[src/rtl/rtmr_pkg.sv]
package rtmr_pkg;

    // register addresses
    localparam logic [1:0] RA_COUNT = 2'd0;
    localparam logic [1:0] RA_MODE  = 2'd1;
    localparam logic [1:0] RA_CMP   = 2'd2;

    // prescaler variants
    localparam int PK_NONE   = 0;
    localparam int PK_LEGACY = 1;
    localparam int PK_WIDE   = 2;

    // status flag positions in the mode/status word
    localparam int ST_TGT_BIT = 11;
    localparam int ST_OVF_BIT = 12;

    typedef enum logic [2:0] {
        GT_FREE    = 3'b000,
        GT_HOLD    = 3'b001,
        GT_RSV2    = 3'b010,
        GT_CLREND  = 3'b011,
        GT_RSV4    = 3'b100,
        GT_INBLANK = 3'b101,
        GT_RSV6    = 3'b110,
        GT_ARMED   = 3'b111
    } gate_e;

    typedef struct packed {
        logic [1:0] pre_wide;
        logic       pre_legacy;
        logic       clk_sel;
        logic       enable;
        logic       ovf_ie;
        logic       tgt_ie;
        logic       rst_on_tgt;
        gate_e      gate;
    } mode_t;

    typedef struct packed {
        logic run;
        logic clr;
    } gate_ctl_t;

    function automatic mode_t mode_from_word(input logic [15:0] w);
        mode_t m;
        m.gate       = gate_e'(w[2:0]);
        m.rst_on_tgt = w[3];
        m.tgt_ie     = w[4];
        m.ovf_ie     = w[5];
        m.enable     = w[6];
        m.clk_sel    = w[8];
        m.pre_legacy = w[9];
        m.pre_wide   = w[14:13];
        return m;
    endfunction

    function automatic logic [15:0] status_word(input mode_t m, input logic tgt,
                                                input logic ovf);
        logic [15:0] w;
        w             = 16'h0000;
        w[2:0]        = m.gate;
        w[3]          = m.rst_on_tgt;
        w[4]          = m.tgt_ie;
        w[5]          = m.ovf_ie;
        w[6]          = m.enable;
        w[8]          = m.clk_sel;
        w[9]          = m.pre_legacy;
        w[ST_TGT_BIT] = tgt;
        w[ST_OVF_BIT] = ovf;
        w[14:13]      = m.pre_wide;
        return w;
    endfunction

    // log2 of the prescale divisor for a channel variant
    function automatic logic [3:0] pre_log2(input int kind, input mode_t m);
        logic [3:0] s;
        s = 4'd0;
        if (kind == PK_LEGACY) begin
            s = m.pre_legacy ? 4'd3 : 4'd0;
        end else if (kind == PK_WIDE) begin
            case (m.pre_wide)
                2'b00:   s = 4'd0;
                2'b01:   s = 4'd3;
                2'b10:   s = 4'd4;
                default: s = 4'd8;
            endcase
        end
        return s;
    endfunction

endpackage

[src/rtl/rtmr_blank_sync.sv]
module rtmr_blank_sync #(
    parameter int STAGES = 2
) (
    input  logic clk,
    input  logic rst,
    input  logic blank_in,
    output logic blank_lvl,
    output logic blank_rise,
    output logic blank_fall
);
    localparam int LAST = STAGES - 1;

    logic [LAST:0] chain_q;
    logic          prev_q;

    generate
        if (STAGES == 1) begin : g_one
            always_ff @(posedge clk) begin
                if (rst) chain_q <= '0;
                else     chain_q <= blank_in;
            end
        end else begin : g_many
            always_ff @(posedge clk) begin
                if (rst) chain_q <= '0;
                else     chain_q <= {chain_q[LAST-1:0], blank_in};
            end
        end
    endgenerate

    always_ff @(posedge clk) begin
        if (rst) prev_q <= 1'b0;
        else     prev_q <= chain_q[LAST];
    end

    assign blank_lvl  = chain_q[LAST];
    assign blank_rise = chain_q[LAST] & ~prev_q;
    assign blank_fall = ~chain_q[LAST] & prev_q;

endmodule

[src/rtl/rtmr_tick_gen.sv]
module rtmr_tick_gen
    import rtmr_pkg::*;
#(
    parameter int PRESCALE_KIND = PK_WIDE,
    parameter bit ALT_CLK       = 1'b1
) (
    input  logic       clk,
    input  logic       rst,
    input  logic       clear,
    input  logic       enable,
    input  logic       alt_sel,
    input  logic [3:0] shift,
    input  logic       alt_tick,
    output logic       tick
);
    logic base;

    generate
        if (ALT_CLK) begin : g_alt
            assign base = alt_sel ? alt_tick : 1'b1;
        end else begin : g_sys
            assign base = 1'b1;
        end
    endgenerate

    generate
        if (PRESCALE_KIND == PK_NONE) begin : g_nodiv
            assign tick = enable & base;
        end else begin : g_div
            logic [7:0] pc_q;
            logic [8:0] div_m1;
            logic       wrap;

            assign div_m1 = 9'((9'd1 << shift) - 9'd1);
            assign wrap   = ({1'b0, pc_q} >= div_m1);
            assign tick   = enable & base & wrap;

            always_ff @(posedge clk) begin
                if (rst || clear)         pc_q <= 8'd0;
                else if (enable && base)  pc_q <= wrap ? 8'd0 : pc_q + 8'd1;
            end

            // phase counter never passes the selected divisor
            p_pre_bound_r9: assert property (@(posedge clk) disable iff (rst)
                ({1'b0, pc_q} <= div_m1));
        end
    endgenerate

endmodule

[src/rtl/rtmr_gate_ctrl.sv]
module rtmr_gate_ctrl
    import rtmr_pkg::*;
(
    input  logic      clk,
    input  logic      rst,
    input  logic      clear,
    input  logic      enable,
    input  gate_e     gate,
    input  logic      blank_lvl,
    input  logic      blank_rise,
    input  logic      blank_fall,
    output gate_ctl_t ctl
);
    logic freed_q;

    always_ff @(posedge clk) begin
        if (rst || clear)
            freed_q <= 1'b0;
        else if (enable && gate == GT_ARMED && blank_fall)
            freed_q <= 1'b1;
    end

    always_comb begin
        ctl.run = 1'b1;
        ctl.clr = 1'b0;
        case (gate)
            GT_HOLD: begin
                ctl.run = ~blank_lvl;
                ctl.clr = blank_fall;
            end
            GT_CLREND: begin
                ctl.clr = blank_fall;
            end
            GT_INBLANK: begin
                ctl.run = blank_lvl;
                ctl.clr = blank_rise;
            end
            GT_ARMED: begin
                ctl.run = freed_q;
                ctl.clr = blank_fall & ~freed_q;
            end
            default: ;
        endcase
    end

endmodule

[src/rtl/rtmr_channel.sv]
module rtmr_channel
    import rtmr_pkg::*;
#(
    parameter int WIDTH         = 32,
    parameter int PRESCALE_KIND = PK_WIDE,
    parameter bit ALT_CLK       = 1'b1,
    parameter int SYNC_STAGES   = 2
) (
    input  logic             clk,
    input  logic             rst,
    input  logic             reg_wr,
    input  logic             reg_rd,
    input  logic [1:0]       reg_addr,
    input  logic [WIDTH-1:0] reg_wdata,
    output logic [WIDTH-1:0] reg_rdata,
    input  logic             blank_in,
    input  logic             alt_tick,
    output logic             irq
);
    localparam logic [WIDTH-1:0] CNT_ONE = {{(WIDTH-1){1'b0}}, 1'b1};
    localparam logic [WIDTH-1:0] CNT_MAX = {WIDTH{1'b1}};

    mode_t            mode_q;
    logic [WIDTH-1:0] count_q;
    logic [WIDTH-1:0] cmp_q;
    logic             st_tgt_q;
    logic             st_ovf_q;
    logic             irq_q;

    logic wr_mode, wr_count, wr_cmp, rd_status;
    logic blank_lvl, blank_rise, blank_fall;
    logic tick;
    gate_ctl_t gctl;
    logic step, hit, wrap_ovf, gate_clr;

    assign wr_mode   = reg_wr && reg_addr == RA_MODE;
    assign wr_count  = reg_wr && reg_addr == RA_COUNT;
    assign wr_cmp    = reg_wr && reg_addr == RA_CMP;
    assign rd_status = reg_rd && reg_addr == RA_MODE;

    rtmr_blank_sync #(.STAGES(SYNC_STAGES)) u_sync (
        .clk        (clk),
        .rst        (rst),
        .blank_in   (blank_in),
        .blank_lvl  (blank_lvl),
        .blank_rise (blank_rise),
        .blank_fall (blank_fall)
    );

    rtmr_tick_gen #(.PRESCALE_KIND(PRESCALE_KIND), .ALT_CLK(ALT_CLK)) u_tick (
        .clk      (clk),
        .rst      (rst),
        .clear    (wr_mode),
        .enable   (mode_q.enable),
        .alt_sel  (mode_q.clk_sel),
        .shift    (pre_log2(PRESCALE_KIND, mode_q)),
        .alt_tick (alt_tick),
        .tick     (tick)
    );

    rtmr_gate_ctrl u_gate (
        .clk        (clk),
        .rst        (rst),
        .clear      (wr_mode),
        .enable     (mode_q.enable),
        .gate       (mode_q.gate),
        .blank_lvl  (blank_lvl),
        .blank_rise (blank_rise),
        .blank_fall (blank_fall),
        .ctl        (gctl)
    );

    assign gate_clr = mode_q.enable && gctl.clr && !wr_mode && !wr_count;
    assign step     = mode_q.enable && gctl.run && tick && !gctl.clr
                      && !wr_mode && !wr_count;
    assign hit      = step && (count_q == cmp_q);
    assign wrap_ovf = step && (count_q == CNT_MAX) && !(mode_q.rst_on_tgt && hit);

    // counter and mode
    always_ff @(posedge clk) begin
        if (rst) begin
            mode_q  <= mode_from_word(16'h0000);
            count_q <= '0;
        end else if (wr_mode) begin
            mode_q  <= mode_from_word(reg_wdata[15:0]);
            count_q <= '0;
        end else if (wr_count) begin
            count_q <= reg_wdata;
        end else if (gate_clr) begin
            count_q <= '0;
        end else if (hit && mode_q.rst_on_tgt) begin
            count_q <= '0;
        end else if (step) begin
            count_q <= count_q + CNT_ONE;
        end
    end

    always_ff @(posedge clk) begin
        if (rst)         cmp_q <= '0;
        else if (wr_cmp) cmp_q <= reg_wdata;
    end

    // sticky flags and interrupt pulse
    always_ff @(posedge clk) begin
        if (rst) begin
            st_tgt_q <= 1'b0;
            st_ovf_q <= 1'b0;
            irq_q    <= 1'b0;
        end else begin
            st_tgt_q <= hit      | (st_tgt_q & ~rd_status);
            st_ovf_q <= wrap_ovf | (st_ovf_q & ~rd_status);
            irq_q    <= (hit & mode_q.tgt_ie) | (wrap_ovf & mode_q.ovf_ie);
        end
    end

    assign irq = irq_q;

    always_comb begin
        case (reg_addr)
            RA_COUNT: reg_rdata = count_q;
            RA_MODE:  reg_rdata = WIDTH'(status_word(mode_q, st_tgt_q, st_ovf_q));
            RA_CMP:   reg_rdata = cmp_q;
            default:  reg_rdata = '0;
        endcase
    end

    // count frozen while disabled and not written
    p_hold_when_off_r2: assert property (@(posedge clk) disable iff (rst)
        (!mode_q.enable && !wr_count && !wr_mode) |=> $stable(count_q));

    // mode write leaves the count at zero
    p_mode_clears_r3: assert property (@(posedge clk) disable iff (rst)
        wr_mode |=> (count_q == '0));

    // a status read with no new event leaves both flags clear
    p_flag_clear_r7: assert property (@(posedge clk) disable iff (rst)
        (rd_status && !hit && !wrap_ovf) |=> (!st_tgt_q && !st_ovf_q));

    // every interrupt pulse coincides with a set flag
    p_irq_flag_r8: assert property (@(posedge clk) disable iff (rst)
        irq_q |-> (st_tgt_q || st_ovf_q));

    // in-blank gate never moves the count outside blanking
    p_inblank_hold_r13: assert property (@(posedge clk) disable iff (rst)
        (mode_q.enable && mode_q.gate == GT_INBLANK && !blank_lvl
         && !wr_mode && !wr_count) |=> $stable(count_q));

endmodule

[config.mk]
export PLATFORM = sky130hd
export DESIGN_NAME = rtmr_channel
export DESIGN_NICKNAME = d
export VERILOG_FILES = /design/src/rtl/rtmr_pkg.sv /design/src/rtl/rtmr_blank_sync.sv /design/src/rtl/rtmr_tick_gen.sv /design/src/rtl/rtmr_gate_ctrl.sv /design/src/rtl/rtmr_channel.sv
export SDC_FILE = /design/constraint.sdc
export NUM_CORES = 1
export LEC_CHECK = 0
export CELL_PAD_IN_SITES_DETAIL_PLACEMENT = 1
export CELL_PAD_IN_SITES_GLOBAL_PLACEMENT = 1
export CORE_MARGIN = 5
export CORE_UTILIZATION = 40
export CTS_CLUSTER_SIZE = 10
export DETAILED_ROUTE_END_ITERATION = 8
export GPL_TIMING_DRIVEN = 0
export PLACE_DENSITY = 0.83
export SETUP_SLACK_MARGIN = 0.15
export SYNTH_ARGS = -nofsm -noshare
export SYNTH_HDL_FRONTEND = slang
export SYNTH_SLANG_ARGS = --single-unit
[constraint.sdc]
create_clock -name clk -period 3.33 [get_ports clk]
set_input_delay 0.666 -clock clk [delete_from_list [all_inputs] [get_ports clk]]
set_output_delay 0.666 -clock clk [all_outputs]
set_load 0.02 [all_outputs]
==> metrics.md <==
| Metric | Value |
|---|---|
| Synth-to-layout area growth | 23.6% |
| Total gr overflow | 0 |
| Root Driver | clkbuf_16 |
| Synth Register Bits | 90 |
| DRC | 0 |
| Post-Syn Nets | 777 |
| Async SR Flop Fraction | 0% |
| Share of layout cells above drive strength 1 | 7.49% |
| Worst-path fanout max | 10 |
| CP required | 2.66 ns |
| Placement Rows | 42 |
| Mapped Cells | 728 |
| Area leader, netlist | dfxtp_1 |
| Slowest stage cell, crit path | clkdlybuf4s50_1 |
| Vias per cell | 6.03 |
| Placed inst area | 0.00640 sq mm |
| PwrDens | 385 mW/mm^2 |
| CTS tree | yes |
| Top area cells in the synthesized netlist | dfxtp_1, nand2_1, a21oi_1 |
| Final period util | 94.0% |
| Clock Path Buffers | 2 |
| Max-cap viol count | 0 |
| Final worst setup slack | 0.199 ns |
| Cell Chain, Critical Path | clkdlybuf4s50_1 > buf_4 > buf_6 > mux2i_1 > nor2_1 > clkdlybuf4s50_1 |
| Yosys synthesis warning count | 0 |
| Cell family with most CP delay | buffers and inverters |
| TritonCTS Buffers | 9 |
| Gr usage total | 28.2% |
| Slew margin rel. | 38.2% |
| I/O Buffers | 71 |
| Synth top area share | 33.0% |
| Ys flop type | dfxtp_1 |
| Hold Buf Count CTS | 0 |
| Actual slew at the worst max-slew pin | 0.918 ns |
| Synth Cell Area | 0.00547 sq mm |
| Layout Skew | 0.0114 ns |
| # setup viols final | 0 |
| Reg-to-reg startpoint | count_q[9]$_SDFFE_PP0P_ |
| CP Launch Point | reg_addr[1] |
| Initial Util | 41.1% |
| 1st-iter DRT viols | 436 |
| Achievable Freq | 319 MHz |
| Syn_area_per_cell | 7.51 sq um |
| Post-synth EDFFs | 0 |
| Maximum vdd drop | 0.238 mV |
| Lkg Pwr | 2.72 nW |
| CTS H-Tree Depth | 3 |
| Dpl cells | 975 |
| Bufs and invs on worst path | 4 |
| Design area | 0.00676 sq mm |
| CP Launch Type | primary input |
| Routed WL | 22.7 mm |
| Yosys cell types | 60 |
| Die area | 0.0161 sq mm |
| CP max stage delay | 0.62 ns |
| Initial antenna violation count | 0 |
| Core region area | 0.0133 sq mm |
| Pre-antenna DRT Iters | 5 |
| RSZ-0062 raised after global routing | no |
| Die Y | 127 um |
| DP Wirelength | 16.5 mm |
| Clk Latency, worst-skew pair | 0.36 ns |
| Total Nets Final | 859 |
| Final hold violations | 0 |
| Most frequent CP cell | clkdlybuf4s50_1 |
| Status | completed |
| Drt wl/cell | 22.9 um |
| HP Start | u_sync.chain_q[0]$_SDFF_PP0_ |
| Post-Place Worst Slack | -0.695 ns |
| Reg clk slew, reported paths | 0.07 ns |
| Pin count of the biggest net entering global routing | 14 |
| Final min period | 3.13 ns |
| Crit end category | primary output |
| WHS | 0.449 ns |
| Hold Path Class | reg -> reg |
| GPL Wtd Cong | 0.950 |
| Vias in the first global route | 6341 |
| Via count | 5973 |
| WS Path Type | in -> out |
| Util after Layout | 50.8% |
| First-pass GRT wire length | 35.4 mm |
| Sink Count | 90 |
| Die Wd | 127 um |
| I/O Pins | 73 |
| Sequential area share after synthesis | 33.0% |
| Final antenna-violating net count | 0 |
| Worst path arrival time | 2.47 ns |
| Post-Layout Cell Count | 990 |
| Max-slew violation count | 0 |
| Antenna Cells | 0 |
[cells by family (layout without fill, tap and decap cells)]
family / Yosys count / after routing / synth area share, %
XOR/XNOR: 43 / 43 / 6.89
flip-flops: 90 / 90 / 33.0
AO/OA/AOI/OAI: 175 / 175 / 19.7
buffers and inverters: 63 / 149 / 5.20
AND/OR/NAND/NOR: 313 / 313 / 26.8
multiplexers: 35 / 35 / 6.43
adder cells (fa/ha/maj): 9 / 9 / 2.06
[worst reg2reg max path, cell delays in order, from the launching register on]
cell and delay (ns):
dfxtp_1 0.30, buf_2 0.18, xor2_1 0.19, nor4_1 0.47
nand4_1 0.33, nor4_4 0.53, a31oi_4 0.25, buf_6 0.24
a222oi_1 0.30, nor2_1 0.08
[report_power, final]
part / switching (W) / leakage (nW) / total [W] / internal [W]
clock: 0.000446 / 0.136 / 0.00105 / 0.000600
sequential: 0.0000374 / 0.730 / 0.00114 / 0.00111
combinational: 0.000258 / 1.85 / 0.000413 / 0.000155
[routing by layer]
metal,track usage [%],up-vias,part of all wire (%)
met5,0,-,0
met4,12.6,0,3.4
met1,35.2,2936,42
li1,-,2735,-
met2,47.7,245,48
met3,4.67,57,5.9
[layout make-up]
class	instances	area, sq um
Fill cell	1684	6540
Multi-Input combinational cell	575	3400
Sequential cell	90	1800
Timing Repair Buffer	71	711
Buffer	54	303
Clock buffer	13	250
Tap cell	176	220
Clock inverter	2	37.5
Inverter	9	33.8
[Yosys cell counts (4+ instances only)]
master	number
nand2_1	160
dfxtp_1	90
a21oi_1	71
nor2_1	48
o21ai_0	41
xor2_1	38
mux2i_1	34
clkbuf_1	30
nand3_1	24
nand4_1	21
a211oi_1	16
buf_2	14
nor4_1	11
ha_1	9
inv_1	9
and3_1	8
o211ai_1	8
nand2b_1	6
buf_1	5
nor3_1	5
xnor2_1	5
a21o_1	4
a22oi_1	4
nor2b_1	4
o31ai_1	4
or2_2	4
[sequential cells by signal (all words and copies together), names as in the netlist]
register,flops
cmp_q,32
count_q,32
mode_q,11
u_tick.g_div.pc_q,8
u_sync.chain_q,2
irq,1
st_ovf_q,1
st_tgt_q,1
u_gate.freed_q,1
u_sync.prev_q,1
[final timing paths]
check             depth (start not counted)                      endpoint  slack [ns]
setup / recovery                          6                 reg_rdata[15]        0.20
setup reg to reg                          9       count_q[7]$_SDFFE_PP0P_        0.33
hold / removal                            1  u_sync.chain_q[1]$_SDFF_PP0_        0.45
hold reg to reg                           1  u_sync.chain_q[1]$_SDFF_PP0_        0.45
[repair_timing]
item,in CTS,in global routing
endpoints found under the setup margin,48,40
gates resized for setup,42,18
buffers inserted,0,0
[through the flow]
stage	total power [W]	TNS (ns)
floorplan	0.00138	0
global placement	0.00155	-21.12
detailed placement	0.00157	-22.98
CTS	0.00261	0
global route	0.00268	0
finish	0.00260	0
[placed cells by master, fill, tap and decap left out, types with 3 or more instances in the layout]
master / count
nand2_1: 160
dfxtp_1: 90
a21oi_1: 70
clkdlybuf4s50_1: 55
nor2_1: 48
o21ai_0: 41
xor2_1: 38
mux2i_1: 34
clkbuf_1: 27
nand3_1: 24
nand4_1: 21
a211oi_1: 16
buf_2: 11
nor4_1: 11
inv_1: 9
ha_1: 9
clkbuf_16: 9
dlygate4sd2_1: 9
o211ai_1: 8
and3_1: 8
buf_4: 7
nand2b_1: 6
buf_6: 6
xnor2_1: 5
nor3_1: 5
dlymetal6s2s_1: 5
o31ai_1: 4
a21o_1: 4
or2_2: 4
clkbuf_2: 4
a22oi_1: 4
and4_1: 3
a31oi_1: 3
a221oi_2: 3
nor2b_1: 3
and2_1: 3
o21ai_1: 3
o22ai_1: 3
(Power assumes the default switching activity.)
